`src/rtl/keyPwmPkg.sv`:
```
package keyPwmPkg;

  typedef struct packed {
    logic advance;   // position moves this cycle
    logic boundary;  // last tick of the frame: wrap and capture settings
  } frameStrobeT;

  typedef struct packed {
    logic       keyEn;
    logic       intPwmEn;
    logic       pinEn;
    logic       overlap;
    logic [2:0] chanEn;
    logic [2:0] extSel;
    logic [2:0] balance;
    logic [2:0] bright;
  } keyCfgT;

  typedef enum logic [2:0] {
    SH_NONE    = 3'd0,
    SH_FULL    = 3'd1,
    SH_HALF    = 3'd2,
    SH_THIRD   = 3'd3,
    SH_QUARTER = 3'd4
  } shareT;

  // Slot share of one channel for a balance code
  function automatic shareT shareFor(input logic [2:0] bal, input int ch);
    shareT s;
    s = SH_NONE;
    case (bal)
      3'd0: s = (ch == 0) ? SH_FULL : SH_NONE;
      3'd1: s = (ch == 1) ? SH_FULL : SH_NONE;
      3'd2: s = (ch == 2) ? SH_FULL : SH_NONE;
      3'd3: s = (ch == 2) ? SH_NONE : SH_HALF;
      3'd4: s = (ch == 0) ? SH_NONE : SH_HALF;
      3'd5: s = (ch == 1) ? SH_NONE : SH_HALF;
      3'd6: s = SH_THIRD;
      default: s = (ch == 0) ? SH_HALF : SH_QUARTER;
    endcase
    return s;
  endfunction

endpackage

```
`src/rtl/keyFrameCtl.sv`:
```
module keyFrameCtl
  import keyPwmPkg::*;
#(
  parameter int FRAME_TICKS = 64,
  parameter int POS_W       = $clog2(FRAME_TICKS)
) (
  input  logic             clk,
  input  logic             rstN,
  input  logic             tick,
  output logic [POS_W-1:0] pos,
  output frameStrobeT      strobe
);

  localparam logic [POS_W-1:0] LAST_POS = POS_W'(FRAME_TICKS - 1);

  logic atLast;

  assign atLast          = (pos == LAST_POS);
  assign strobe.advance  = tick;
  assign strobe.boundary = tick & atLast;

  always_ff @(posedge clk or negedge rstN) begin
    if (!rstN) begin
      pos <= '0;
    end else if (strobe.advance) begin
      if (atLast) pos <= '0;
      else        pos <= pos + 1'b1;
    end
  end

endmodule

```
`src/rtl/keyPwmPath.sv`:
```
module keyPwmPath
  import keyPwmPkg::*;
#(
  parameter int FRAME_TICKS = 64,
  parameter int POS_W       = $clog2(FRAME_TICKS),
  parameter int CHANNELS    = 3
) (
  input  logic                clk,
  input  logic                rstN,
  input  frameStrobeT         strobe,
  input  logic [POS_W-1:0]    pos,
  input  keyCfgT              cfgIn,
  input  logic                extPwm,
  output keyCfgT              cfgQ,
  output logic [CHANNELS-1:0] ledOn
);

  localparam int SUM_W = $clog2(FRAME_TICKS + 1) + 1;
  localparam logic [SUM_W-1:0] FULL_T    = SUM_W'(FRAME_TICKS);
  localparam logic [SUM_W-1:0] HALF_T    = SUM_W'(FRAME_TICKS / 2);
  localparam logic [SUM_W-1:0] THIRD_T   = SUM_W'(FRAME_TICKS / 3);
  localparam logic [SUM_W-1:0] QUARTER_T = SUM_W'(FRAME_TICKS / 4);

  function automatic logic [SUM_W-1:0] shareTicks(input shareT s);
    logic [SUM_W-1:0] t;
    case (s)
      SH_FULL:    t = FULL_T;
      SH_HALF:    t = HALF_T;
      SH_THIRD:   t = THIRD_T;
      SH_QUARTER: t = QUARTER_T;
      default:    t = '0;
    endcase
    return t;
  endfunction

  // Logarithmic brightness: code 0 is dark, code k keeps 2^(k-7) of val
  function automatic logic [SUM_W-1:0] scaleLog(input logic [SUM_W-1:0] val,
                                                input logic [2:0] code);
    logic [SUM_W-1:0] r;
    if (code == 3'd0) r = '0;
    else              r = val >> (3'd7 - code);
    return r;
  endfunction

  // Settings shadow, loaded only on the wrapping tick
  always_ff @(posedge clk or negedge rstN) begin
    if (!rstN)                cfgQ <= '0;
    else if (strobe.boundary) cfgQ <= cfgIn;
  end

  logic [SUM_W-1:0]    posX;
  logic [SUM_W-1:0]    sharedLen;
  logic [SUM_W-1:0]    slotLen   [CHANNELS];
  logic [SUM_W-1:0]    slotStart [CHANNELS];
  logic [CHANNELS-1:0] intWave;
  logic [CHANNELS-1:0] nextOn;

  assign posX      = SUM_W'(pos);
  assign sharedLen = scaleLog(FULL_T, cfgQ.bright);

  for (genvar ch = 0; ch < CHANNELS; ch++) begin : gChan
    assign slotLen[ch] = scaleLog(shareTicks(shareFor(cfgQ.balance, ch)), cfgQ.bright);

    if (ch == 0) begin : gFirst
      assign slotStart[ch] = '0;
    end else begin : gNext
      assign slotStart[ch] = slotStart[ch-1] + slotLen[ch-1];
    end

    logic inSlot;
    logic baseOn;
    logic routeExt;

    assign inSlot       = (posX >= slotStart[ch]) && (posX < slotStart[ch] + slotLen[ch]);
    assign intWave[ch]  = cfgQ.overlap ? (posX < sharedLen) : inSlot;
    assign baseOn       = cfgQ.chanEn[ch] & (cfgQ.intPwmEn ? intWave[ch] : 1'b1);
    assign routeExt     = cfgQ.pinEn & cfgQ.extSel[ch];
    assign nextOn[ch]   = cfgQ.keyEn & baseOn & (routeExt ? extPwm : 1'b1);
  end

  always_ff @(posedge clk or negedge rstN) begin
    if (!rstN) ledOn <= '0;
    else       ledOn <= nextOn;
  end

endmodule

```
`src/rtl/keyLedSeq.sv`:
```
module keyLedSeq
  import keyPwmPkg::*;
#(
  parameter int FRAME_TICKS = 64
) (
  input  logic       clk,
  input  logic       rstN,
  input  logic       tick,
  input  logic       keyEn,
  input  logic       intPwmEn,
  input  logic       pinEn,
  input  logic       overlap,
  input  logic [2:0] chanEn,
  input  logic [2:0] extSel,
  input  logic [2:0] balance,
  input  logic [2:0] bright,
  input  logic       extPwm,
  output logic [2:0] ledOn
);

  localparam int POS_W = $clog2(FRAME_TICKS);

  logic [POS_W-1:0] pos;
  frameStrobeT      strobe;
  keyCfgT           cfgIn;
  keyCfgT           cfgQ;

  assign cfgIn = '{keyEn: keyEn, intPwmEn: intPwmEn, pinEn: pinEn, overlap: overlap,
                   chanEn: chanEn, extSel: extSel, balance: balance, bright: bright};

  keyFrameCtl #(.FRAME_TICKS(FRAME_TICKS), .POS_W(POS_W)) uCtl (
    .clk    (clk),
    .rstN   (rstN),
    .tick   (tick),
    .pos    (pos),
    .strobe (strobe)
  );

  keyPwmPath #(.FRAME_TICKS(FRAME_TICKS), .POS_W(POS_W), .CHANNELS(3)) uPath (
    .clk    (clk),
    .rstN   (rstN),
    .strobe (strobe),
    .pos    (pos),
    .cfgIn  (cfgIn),
    .extPwm (extPwm),
    .cfgQ   (cfgQ),
    .ledOn  (ledOn)
  );

endmodule

```
`config.mk`:
```
export PLATFORM = sky130hd
export DESIGN_NAME = keyLedSeq
export DESIGN_NICKNAME = d
export VERILOG_FILES = /design/src/rtl/keyPwmPkg.sv /design/src/rtl/keyFrameCtl.sv /design/src/rtl/keyPwmPath.sv /design/src/rtl/keyLedSeq.sv
export SDC_FILE = /design/constraint.sdc
export NUM_CORES = 1
export LEC_CHECK = 0
export BUFFER_PORTS_ARGS = -buffer_cell sky130_fd_sc_hd__buf_4
export CAP_MARGIN = 30
export CORE_AREA = 2 2 71 73
export DETAILED_ROUTE_END_ITERATION = 8
export DIE_AREA = 0 0 73 75
export GPL_TIMING_DRIVEN = 0
export PLACE_DENSITY = 0.77
export SYNTH_ARGS = -nofsm -noshare
export SYNTH_HDL_FRONTEND = slang
export SYNTH_SLANG_ARGS = --single-unit
```
`constraint.sdc`:
```
create_clock -name clk -period 6.1 [get_ports clk]
set_input_delay 0.61 -clock clk [delete_from_list [all_inputs] [get_ports clk]]
set_output_delay 0.61 -clock clk [all_outputs]
set_load 0.02 [all_outputs]
```
==> impl_results.md, run 1 <==
* Status: finished, final reports clean
* Global route overflow at 0
* Total wire length at 6619 µm
* Worst slew margin at 51.17%
* Drt drc at 0
* Nets at 407
* MaxCap Viol Count at 0
* Clk slew on worst S/H paths at 0.09 ns
* Post-CTS resize count at 0
* CP endpoint: uPath.ledOn[2]$_DFF_PN0_
* PwrDens at 259.0 mW/mm²
* Synth cell types at 57
* Worst-case clock buffer depth at 2
* Final slew viol count at 0
* Core ar. at 0.004661 mm²
* Avg Cell Area, Syn at 8.421 µm²
* Commonest non-fill, non-tap cell in the layout: ha_1
* CTS tree: built
* Most frequent CP cell: ha_1
* Critical path origin: uPath.cfgQ[3]$_DFFE_PN0P_
* Arr. time, crit path at 5.32 ns
* Hold Vio Cnt, Final at 0
* R2R setup slack at 0.92 ns
* Critical Path Start Type: flip-flop
* Synth-to-Final Area Change at 10.40%
* DR WL/cell at 16.42 µm
* H-tree Lvls at 1
* Die extent in y at 75 µm
* CTS Buf Count at 3
* Origin of the critical flop-to-flop path: uPath.cfgQ[3]$_DFFE_PN0P_
* Most frequent cells in the layout: 35 x ha_1, 27 x nor2_1, 25 x nand2_1, 25 x a21oi_1, 25 x dfrtp_1
* Number of synthesized flops with an enable pin at 0
* Overall routing resource usage at 25.61%
* #FFs+latches synth at 25
* Initial antenna violation count at 0
* Placement Rows at 25
* Crit-path max cell delay at 0.48 ns
* Starting DRT DRC Count at 204
* First-pass GRT wire length at 10,860 µm
* Crit Path Category: reg -> reg
* Layout cells sized above 1 at 17.48%
* Levels on crit path at 20
* Asr flop ratio synth at 100.0%
* HPWL Detailed at 5291 µm
* Pre-CTS setup slack at 1.035 ns
* Setup slack after layout at 0.9232 ns
* Post-synth net total at 380
* GPL Wtd Cong at 1.015
* # Post-CTS Setup Buffers at 0
* CP max stage cell: dfrtp_1
* YS warnings at 0
* Critical R2R Capture: uPath.ledOn[2]$_DFF_PN0_
* Clock Latency Late Sink at 0.27 ns
* Clock Tree Root: clkbuf_8
* Die ar. at 0.005475 mm²
* Port Buf Inserts at 22
* Minimum clock period at 5.177 ns
* Max frequency at 193.2 MHz
* Hold_buf cts at 0
* CP Capture Type: flip-flop
* DP Area at 0.002953 mm²
* Vias/cell at 6.238
* Unrepaired setup endpoints after global routing: false
* Setup Skew at 0.003562 ns
* Vias in the first global route at 2,247
* Critical path fanouts, max at 10
* Sum of buffers and inverters on the critical path at 2
* Vias at 2,514
* Hold/Removal Path Class: in -> async
* # setup viols final at 0
* CP Cell Sequence: clkbuf_1 > nor2_1 > a22o_1 > a22oi_1 > o21ai_0 > ha_1 > fa_1 > a211o_1 > and3_4 > or2_2 > inv_1 > ha_1 > a21oi_1 > nand2_1 > xnor2_1 > ha_1 > o2111ai_1 > a311o_1 > o211ai_1 > a31oi_1
* Antenna-violating nets left at 0
* Final instance area at 0.003003 mm²
* Top delay family on crit path: compound AO/OA/AOI/OAI gates
* Setup TNS at 0 ns
* CP required at 6.24 ns
* Largest net degree at the start of global routing at 26
* IO Pins at 23
* Post-Syn Area at 0.002720 mm²
* Top FF cell, synth: dfrtp_1
* Clock Sink Count at 25
* Die width at 73 µm
* Final period util at 84.87%
* First-pass DRT Iterations at 5
* R2R depth at 20
* Diode count at 0
* Register area share after synthesis at 23.00%
* Mapped Cells at 323
* Worst VDD drop at 0.2055 mV
* Pleak at 1.409 nW
* Starting Density at 58.36%
* Actual slew at the worst max-slew pin at 0.7298 ns
[state kept, by name, summed over array words and instances, names as in the netlist]
signal / count
uPath.ledOn: 3
uCtl.pos: 6
uPath.cfgQ: 16
[kinds of logic (layout without fill, tap and decap cells)]
logic type      Yosys count  count (layout)  synth area share (%)
simple gates            110             110                 20.42
fa+ha+maj                38              38                 17.94
xor+xnor                 12              12                 3.864
mux                      17              17                 7.038
compound gates           89              89                 23.14
flops                    25              25                 23.00
buf+inv                  32              58                 4.599
[cells in the mapped netlist, drive strengths merged (2+ instances only)]
library cell  count  area share [%]
a2111oi           2             1.3
a211oi            2            0.55
a21boi            2            0.55
a21o              3            0.83
a21oi            25             4.6
a22oi             3            0.83
a31oi             3            0.69
and2              2            0.46
and3              3            0.87
buf               5            0.87
clkbuf            9             1.2
dfrtp            25              23
fa                2             1.5
ha               35              16
inv              18             2.5
mux2             17             7.0
nand2            25             3.4
nand2b           10             2.3
nand3             7             1.3
nand4             4            0.92
nor2             27             3.7
nor2b            14             3.2
nor3              8             1.5
o211ai            3            0.83
o21a              6             1.7
o21ai            15             2.8
o21ba             2            0.74
o22a              2            0.64
o22ai             2            0.69
o31ai             2            0.55
o32a              2            0.74
o32ai             3            0.97
or2               5             1.1
or3               2            0.46
or3b              2            0.74
xnor2             8             2.6
xor2              4             1.3
[through the flow]
stage	hold slack [ns]	std cells	util, %	power [mW]
after floorplan	0.3144	323	-	0.5610
after global placement	0.4719	399	63.36	0.6572
after detailed placement	0.4794	399	63.36	0.6743
after CTS	0.2266	403	64.43	0.7800
after global routing	0.2305	403	64.43	0.8532
final	0.2189	403	64.43	0.7778
[cell type report]
cell class,instances,area [µm²]
buffer,14,57.56
fill,422,1658
clock buffer,3,41.29
multi-input combinational,266,1969
tap,54,67.56
inverter,18,67.56
clock inverter,1,8.758
timing repair buffer,22,165.2
sequential,25,625.6
[worst min path at each step]
stage	slack (ns)	endpoint	startpoint
floorplan	0.31	uCtl.pos[0]$_DFFE_PN0P_	rstN
global placement	0.47	uPath.ledOn[2]$_DFF_PN0_	uPath.cfgQ[14]$_DFFE_PN0P_
detailed placement	0.48	uPath.ledOn[2]$_DFF_PN0_	uPath.cfgQ[14]$_DFFE_PN0P_
CTS	0.23	uPath.cfgQ[8]$_DFFE_PN0P_	rstN
global route	0.23	uPath.cfgQ[13]$_DFFE_PN0P_	rstN
finish	0.22	uPath.cfgQ[13]$_DFFE_PN0P_	rstN
[where the power goes]
part | internal, mW | switching, mW
Combinational | 0.193 | 0.216
Sequential | 0.199 | 0.0679
Clock | 0.0478 | 0.0547
[per-layer routing]
layer / track usage [%] / share of wire [%] / vias to the layer above
met5: 0 / 0 / -
met4: 3.704 / 0.71 / 0
met3: 3.079 / 6.1 / 8
met2: 42.14 / 47 / 84
met1: 37.14 / 46 / 1190
li1: - / - / 1232
(Power assumes the default switching activity.)
==> run 2: changes to the inputs <==
--- a/config.mk
+++ b/config.mk
@@ -5,13 +5,14 @@
 export SDC_FILE = /design/constraint.sdc
 export NUM_CORES = 1
 export LEC_CHECK = 0
+export ABC_AREA = 1
 export BUFFER_PORTS_ARGS = -buffer_cell sky130_fd_sc_hd__buf_4
 export CAP_MARGIN = 30
-export CORE_AREA = 2 2 71 73
+export CORE_AREA = 2 2 73 75
 export DETAILED_ROUTE_END_ITERATION = 8
-export DIE_AREA = 0 0 73 75
+export DIE_AREA = 0 0 75 77
 export GPL_TIMING_DRIVEN = 0
-export PLACE_DENSITY = 0.77
+export PLACE_DENSITY = 0.74
 export SYNTH_ARGS = -nofsm -noshare
 export SYNTH_HDL_FRONTEND = slang
 export SYNTH_SLANG_ARGS = --single-unit
==> constraint.sdc (replaced) <==
create_clock -name clk -period 4.2 [get_ports clk]
set_input_delay 0.42 -clock clk [delete_from_list [all_inputs] [get_ports clk]]
set_output_delay 0.42 -clock clk [all_outputs]
set_load 0.02 [all_outputs]
==> run 2 against run 1 <==
Clock skew increased by 0.00085 ns. Sequential cell count is the same. Count of clock-buffer cells in the layout unchanged. Worst setup slack got worse by 0.63 ns. Cell count grew 21%. Area after synthesis shrank 3.0%. Die area increased by 5.5%. Sequential share of layout area down 0.25 points. Critical path type unchanged.
==> impl_results.md, run 2 <==
* Initial antenna violation count at 0 (unchanged)
* Setup Skew at 0.004411 ns (was 0.003562 ns)
* Clock Tree Root: clkbuf_8 (unchanged)
* Final period util at 92.94% (was 84.87%)
* Max frequency at 256.2 MHz (was 193.2 MHz)
* Max FFs per register at 16 (unchanged)
* Layout cells sized above 1 at 17.70% (was 17.48%)
* MaxCap Viol Count at 0 (unchanged)
* M3 GR Usage at 1.577% (was 3.079%)
* Critical Path Start Type: flip-flop (unchanged)
* Crit Path Category: reg -> reg (unchanged)
* Clock Sink Count at 25 (unchanged)
* IO Pins at 23 (unchanged)
* Top cells by count, synth: 118 x nand2_1, 49 x inv_1, 35 x ha_1, 28 x nor2_1 (was 35 x ha_1, 27 x nor2_1, 25 x a21oi_1, 25 x dfrtp_1, 25 x nand2_1)
* H-tree Lvls at 1 (unchanged)
* Largest net degree at the start of global routing at 26 (unchanged)
* Unrepaired setup endpoints after global routing: false (unchanged)
* CTS Buf Count at 3 (unchanged)
* YS warnings at 0 (unchanged)
* #FFs+latches synth at 25 (unchanged)
* Status: finished, final reports clean (unchanged)
* Placement Rows at 26 (was 25)
* Worst-case clock buffer depth at 2 (unchanged)
* Vias in the first global route at 2,518 (was 2,247)
* Mapped Cells at 391 (was 323)
* M1 GR Usage at 31.48% (was 37.14%)
* Largest registers: uPath.cfgQ x16, uCtl.pos x6, uPath.ledOn x3 (unchanged)
* Final hold slack at 0.02903 ns (was 0.2189 ns)
* Number of synthesized flops with an enable pin at 0 (unchanged)
* Post-Syn Area at 0.002638 mm² (was 0.002720 mm²)
* Setup TNS at 0 ns (unchanged)
* Origin of the critical flop-to-flop path: uPath.cfgQ[3]$_DFFE_PN0P_ (unchanged)
* Worst slew margin at 69.50% (was 51.17%)
* Top FF cell, synth: dfrtp_1 (unchanged)
* R2R setup slack at 0.30 ns (was 0.92 ns)
* First-pass DRT Iterations at 5 (unchanged)
* Area of the multi-input gates at 0.001846 mm² (was 0.001969 mm²)
* Synth-to-Final Area Change at 15.46% (was 10.40%)
* Commonest non-fill, non-tap cell in the layout: nand2_1 (was ha_1)
* Avg Cell Area, Syn at 6.746 µm² (was 8.421 µm²)
* GPL Wtd Cong at 0.8587 (was 1.015)
* Core ar. at 0.004977 mm² (was 0.004661 mm²)
* Critical R2R Capture: uPath.ledOn[2]$_DFF_PN0_ (unchanged)
* # setup viols final at 0 (unchanged)
* Die ar. at 0.005775 mm² (was 0.005475 mm²)
* First-pass GRT wire length at 10,760 µm (was 10,860 µm)
* Total wire length at 6085 µm (was 6619 µm)
* Starting DRT DRC Count at 111 (was 204)
* Final slew viol count at 0 (unchanged)
* Synth top area cells: dfrtp_1 24%, nand2_1 17%, ha_1 17% (was dfrtp_1 23%, ha_1 16%, mux2_2 7.0%)
* Most frequent cells in the layout: 118 x nand2_1, 48 x inv_1, 32 x ha_1 (was 35 x ha_1, 27 x nor2_1, 25 x nand2_1, 25 x a21oi_1, 25 x dfrtp_1)
* Hold Vio Cnt, Final at 0 (unchanged)
* Starting Density at 52.99% (was 58.36%)
* DR WL/cell at 12.47 µm (was 16.42 µm)
* Vias/cell at 5.252 (was 6.238)
* Critical path fanouts, max at 8 (was 10)
* Clk slew on worst S/H paths at 0.09 ns (about the same)
* HPWL Detailed at 4951 µm (was 5291 µm)
* Arr. time, crit path at 4.11 ns (was 5.32 ns)
* Minimum clock period at 3.903 ns (was 5.177 ns)
* Overall routing resource usage at 23.55% (was 25.61%)
* Global route overflow at 0 (unchanged)
* Antenna-violating nets left at 0 (unchanged)
* Top reg by flops: uPath.cfgQ (unchanged)
* Area leader, netlist: dfrtp_1 (unchanged)
* Actual slew at the worst max-slew pin at 0.4548 ns (was 0.7298 ns)
* Count leader, synth: nand2_1 (was ha_1)
* Clock Latency Late Sink at 0.27 ns (about the same)
* Synth top area share at 23.72% (was 23.00%)
* CP required at 4.41 ns (was 6.24 ns)
* Nets at 476 (was 407)
* Hold/Removal Path Class: in -> async (unchanged)
* Drt drc at 0 (unchanged)
* Diode count at 0 (unchanged)
* Synth cell types at 36 (was 57)
* GR peak layer: met2 (unchanged)
* Vias at 2,563 (was 2,514)
* CTS tree: built (unchanged)
* R2R depth at 27 (was 20)
* Asr flop ratio synth at 100.0% (unchanged)
* # fillers at 491 (was 422)
* Port Buf Inserts at 22 (unchanged)
* Die width at 75 µm (was 73 µm)
* Register area share after synthesis at 23.72% (was 23.00%)
* Register area at 626.9 µm² (was 625.6 µm²)
* Post-synth net total at 448 (was 380)
* CP Capture Type: flip-flop (unchanged)
* Hold_buf cts at 0 (unchanged)
* Die extent in y at 77 µm (was 75 µm)
* M2 GR Usage at 40.09% (was 42.14%)
-- run 2: cell types whose count changed after synthesis, moves of 5 or more --
cell and delta:
nand2b_1 -10, a21oi_1 -5, nor2b_1 -14, xnor2_1 -8, clkbuf_1 -5, nand3_2 +6
o21a_1 -6, nand3_1 +14, inv_2 +8, mux2_2 -16, inv_1 +31, nand2_1 +93
o21ai_0 +10
-- run 2: critical path, cell delays in order (launching register included) --
cell and delay, ns:
dfrtp_1 0.36, buf_4 0.16, inv_4 0.07, nand2_1 0.05, nand2_1 0.08, o21ai_1 0.09, a22oi_1 0.23, nand2_1 0.08
nand2_1 0.06, inv_1 0.06, ha_4 0.17, fa_2 0.44, xor2_4 0.18, ha_4 0.27, nand2_1 0.07, nand2_1 0.08
a31oi_4 0.19, xor2_1 0.17, ha_1 0.26, a21oi_1 0.13, o21ai_0 0.09, nand2_1 0.06, nand2_1 0.06, a21oi_2 0.12
nor2_1 0.05, nand3_1 0.07, nand2_1 0.07, a21oi_2 0.11
-- run 2: layout make-up --
class	count	share of cell area, %
flip-flops and latches	25	20.58
clock inverters	1	0.2465
clock buffers	3	1.356
well taps	70	2.876
multi-input cells	301	60.60
plain buffers	8	1.561
repair buffers	23	5.670
inverters	57	7.108
-- run 2: cells by family (layout without fill, tap and decap cells) --
logic type / after synthesis / after routing / share of synthesized area, %
AND/OR/NAND/NOR: 194 / 194 / 32.40
buffers and inverters: 65 / 92 / 9.772
AO/OA/AOI/OAI: 62 / 62 / 13.24
adder cells (fa/ha/maj): 37 / 37 / 18.12
flip-flops: 25 / 25 / 23.72
XOR/XNOR: 7 / 7 / 2.325
multiplexers: 1 / 1 / 0.4269
-- run 2: worst max path at each step --
| stage | startpoint | to | cells past startpoint |
|---|---|---|---|
| floorplan | uPath.cfgQ[3]$_DFFE_PN0P_ | uPath.ledOn[2]$_DFF_PN0_ | 27 |
| global placement | uPath.cfgQ[3]$_DFFE_PN0P_ | uPath.ledOn[2]$_DFF_PN0_ | 27 |
| detailed placement | uPath.cfgQ[3]$_DFFE_PN0P_ | uPath.ledOn[2]$_DFF_PN0_ | 27 |
| CTS | uPath.cfgQ[3]$_DFFE_PN0P_ | uPath.ledOn[2]$_DFF_PN0_ | 27 |
| global route | uPath.cfgQ[5]$_DFFE_PN0P_ | uPath.ledOn[2]$_DFF_PN0_ | 27 |
| finish | uPath.cfgQ[3]$_DFFE_PN0P_ | uPath.ledOn[2]$_DFF_PN0_ | 27 |
-- run 2: layer usage --
layer	vias up	part of all wire [%]
met3	9	1.7
met2	32	49
met1	1189	48
li1	1333	-
met5	-	0
met4	0	1.7
-- run 2: per-stage QoR --
| stage | utilization (%) | area, µm² | instances | setup slack (ns) |
|---|---|---|---|---|
| 3_3_place_gp | 58.07 | 2890 | 483 | 0.04336 |
| 3_5_place_dp | 58.07 | 2890 | 483 | 0.002422 |
| 2_1_floorplan | - | 2638 | 391 | 0.4788 |
| 4_1_cts | 59.18 | 2945 | 487 | 0.01937 |
| 5_1_grt | 61.19 | 3045 | 488 | 0.009462 |
| 6_report | 61.19 | 3045 | 488 | 0.2965 |
-- run 2: repair_timing --
action                                 4_1_cts  5_1_grt
gates resized for setup                      1       25
pin swaps                                    0        7
setup buffers                                0        1
cloned                                       0        0
endpoints found under the hold margin        0        0
setup endpoints to repair                    1        1
Power of run 2 is left out: the tool's default activity adds up to more than one toggle a clock period on the data nets, which glitch-free logic cannot reach.
==> run 3: changes to the inputs <==
--- a/config.mk
+++ b/config.mk
@@ -12,6 +12,7 @@
 export DETAILED_ROUTE_END_ITERATION = 8
 export DIE_AREA = 0 0 75 77
 export GPL_TIMING_DRIVEN = 0
+export HOLD_SLACK_MARGIN = 0.05
 export PLACE_DENSITY = 0.74
 export SYNTH_ARGS = -nofsm -noshare
 export SYNTH_HDL_FRONTEND = slang
==> run 3 against run 2 <==
Sequential cell count unchanged. Fmax up 0.37%. Register-to-register slack about the same. Critical path depth unchanged. Via count down 0.55%. Die area unchanged. Cell area up 0.33%. Worst hold slack better by 0.30 ns.
==> impl_results.md, run 3 (synthesized netlist as in run 2, its figures left out) <==
* MaxCap Viol Count at 0 (unchanged)
* Vias at 2,549 (was 2,563)
* Top delay family on crit path: adder cells (unchanged)
* HPWL Detailed at 4951 µm (unchanged)
* IO Pins at 23 (unchanged)
* Max FFs per register at 16 (unchanged)
* Placement Rows at 26 (unchanged)
* Diode count at 0 (unchanged)
* Overall routing resource usage at 23.65% (was 23.55%)
* Unrepaired setup endpoints after global routing: false (unchanged)
* First-pass DRT Iterations at 4 (was 5)
* Die ar. at 0.005775 mm² (unchanged)
* Critical path fanouts, max at 8 (unchanged)
* Layout cells sized above 1 at 17.66% (was 17.70%)
* Setup slack after layout at 0.3110 ns (was 0.2965 ns)
* Worst slew margin at 69.44% (was 69.50%)
* GPL Wtd Cong at 0.8587 (unchanged)
* Die width at 75 µm (unchanged)
* Vias in the first global route at 2,518 (unchanged)
* Minimum clock period at 3.889 ns (was 3.903 ns)
* Most frequent CP cell: nand2_1 (unchanged)
* Clock Tree Root: clkbuf_8 (unchanged)
* Final hold slack at 0.3300 ns (was 0.02903 ns)
* Total wire length at 6123 µm (was 6085 µm)
* R2R setup slack at 0.31 ns (was 0.30 ns)
* Starting DRT DRC Count at 107 (was 111)
* Clock Latency Late Sink at 0.27 ns (about the same)
* Hold_sp: intPwmEn
* Top reg by flops: uPath.cfgQ (unchanged)
* Arr. time, crit path at 4.10 ns (was 4.11 ns)
* Status: finished, final reports clean (unchanged)
* Starting Density at 52.99% (unchanged)
* CP required at 4.41 ns (about the same)
* Global route overflow at 0 (unchanged)
* Hold/Removal Path Class: in -> reg (was in -> async)
* Crit-path max cell delay at 0.44 ns (about the same)
* H-tree Lvls at 1 (unchanged)
* Nets at 477 (was 476)
* Initial antenna violation count at 0 (unchanged)
* Port Buf Inserts at 22 (unchanged)
* Sum of buffers and inverters on the critical path at 3 (unchanged)
* Largest net degree at the start of global routing at 26 (unchanged)
* Critical Path Start Type: flip-flop (unchanged)
* # setup viols final at 0 (unchanged)
* Origin of the critical flop-to-flop path: uPath.cfgQ[3]$_DFFE_PN0P_ (unchanged)
* Clk slew on worst S/H paths at 0.09 ns (about the same)
* Drt drc at 0 (unchanged)
* CP max stage cell: fa_2 (unchanged)
* Setup Skew at 0.006933 ns (was 0.004411 ns)
* Worst-case clock buffer depth at 2 (unchanged)
* Setup TNS at 0 ns (unchanged)
* Actual slew at the worst max-slew pin at 0.4556 ns (was 0.4548 ns)
* DR WL/cell at 12.52 µm (was 12.47 µm)
* Hold Path End: uPath.cfgQ[14]$_DFFE_PN0P_
* Hold Path Depth at 3
* R2R depth at 27 (unchanged)
* Vias/cell at 5.213 (was 5.252)
* Antenna-violating nets left at 0 (unchanged)
* CP Capture Type: flip-flop (unchanged)
* Core ar. at 0.004977 mm² (unchanged)
* Largest registers: uPath.cfgQ x16, uCtl.pos x6, uPath.ledOn x3 (unchanged)
* Pre-CTS setup slack at 0.002422 ns (unchanged)
* CTS Buf Count at 3 (unchanged)
* Final slew viol count at 0 (unchanged)
* Die extent in y at 77 µm (unchanged)
* First-pass GRT wire length at 10,810 µm (was 10,760 µm)
* Clock Sink Count at 25 (unchanged)
* CTS tree: built (unchanged)
* Final period util at 92.60% (was 92.94%)
* Crit Path Category: reg -> reg (unchanged)
* Synth-to-Final Area Change at 15.84% (was 15.46%)
* Most frequent cells in the layout: 118 x nand2_1, 48 x inv_1, 32 x ha_1 (unchanged)
* Critical R2R Capture: uPath.ledOn[2]$_DFF_PN0_ (unchanged)
* Commonest non-fill, non-tap cell in the layout: nand2_1 (unchanged)
* Hold Vio Cnt, Final at 0 (unchanged)
* Max frequency at 257.1 MHz (was 256.2 MHz)
[run 3: changes by cell type in the layout (fill, tap and decap cells not counted)]
cell,before,now
dlygate4sd3_1,0,1
[run 3: worst max-delay path by stage]
stage	startpoint	to	cells past startpoint
global placement	uPath.cfgQ[3]$_DFFE_PN0P_	uPath.ledOn[2]$_DFF_PN0_	27
CTS	uPath.cfgQ[3]$_DFFE_PN0P_	uPath.ledOn[2]$_DFF_PN0_	27
global route	uPath.cfgQ[5]$_DFFE_PN0P_	uPath.ledOn[2]$_DFF_PN0_	27
detailed placement	uPath.cfgQ[3]$_DFFE_PN0P_	uPath.ledOn[2]$_DFF_PN0_	27
finish	uPath.cfgQ[3]$_DFFE_PN0P_	uPath.ledOn[2]$_DFF_PN0_	27
floorplan	uPath.cfgQ[3]$_DFFE_PN0P_	uPath.ledOn[2]$_DFF_PN0_	27
[run 3: cell type report]
cell class                 instances  area, µm²
buffer                             8      47.55
clock buffer                       3      41.29
clock inverter                     1      7.507
fill                             490       1922
inverter                          57      216.5
multi-input combinational        301       1846
sequential                        25      626.9
tap                               70      87.58
timing repair buffer              24      182.7
[run 3: timing repair]
item	CTS	global route
resized for setup	1	25
pin swaps	0	7
hold endpoints to repair	25	0
hold buffers	1	0
setup buffers	0	1
setup endpoints to repair	1	1
[run 3: metrics by stage]
step,util [%],std cells,instance area (µm²)
after floorplan,-,391,2638
after global placement,58.07,483,2890
after detailed placement,58.07,483,2890
after CTS,59.38,488,2955
after global routing,61.39,489,3055
final,61.39,489,3055
[run 3: layer usage]
metal	wire length [µm]	track usage, %	part of all wire (%)
met1	2877	31.65	47
met2	2993	40.26	49
met3	144	1.577	2.4
met4	106	6.786	1.7
met5	0	0	0
[run 3: worst min-delay path, cell delays in order]
cell and delay (ns):
buf_4 0.08, nand2_1 0.04, nand2_1 0.04
Power of run 3 is left out for the same reason.
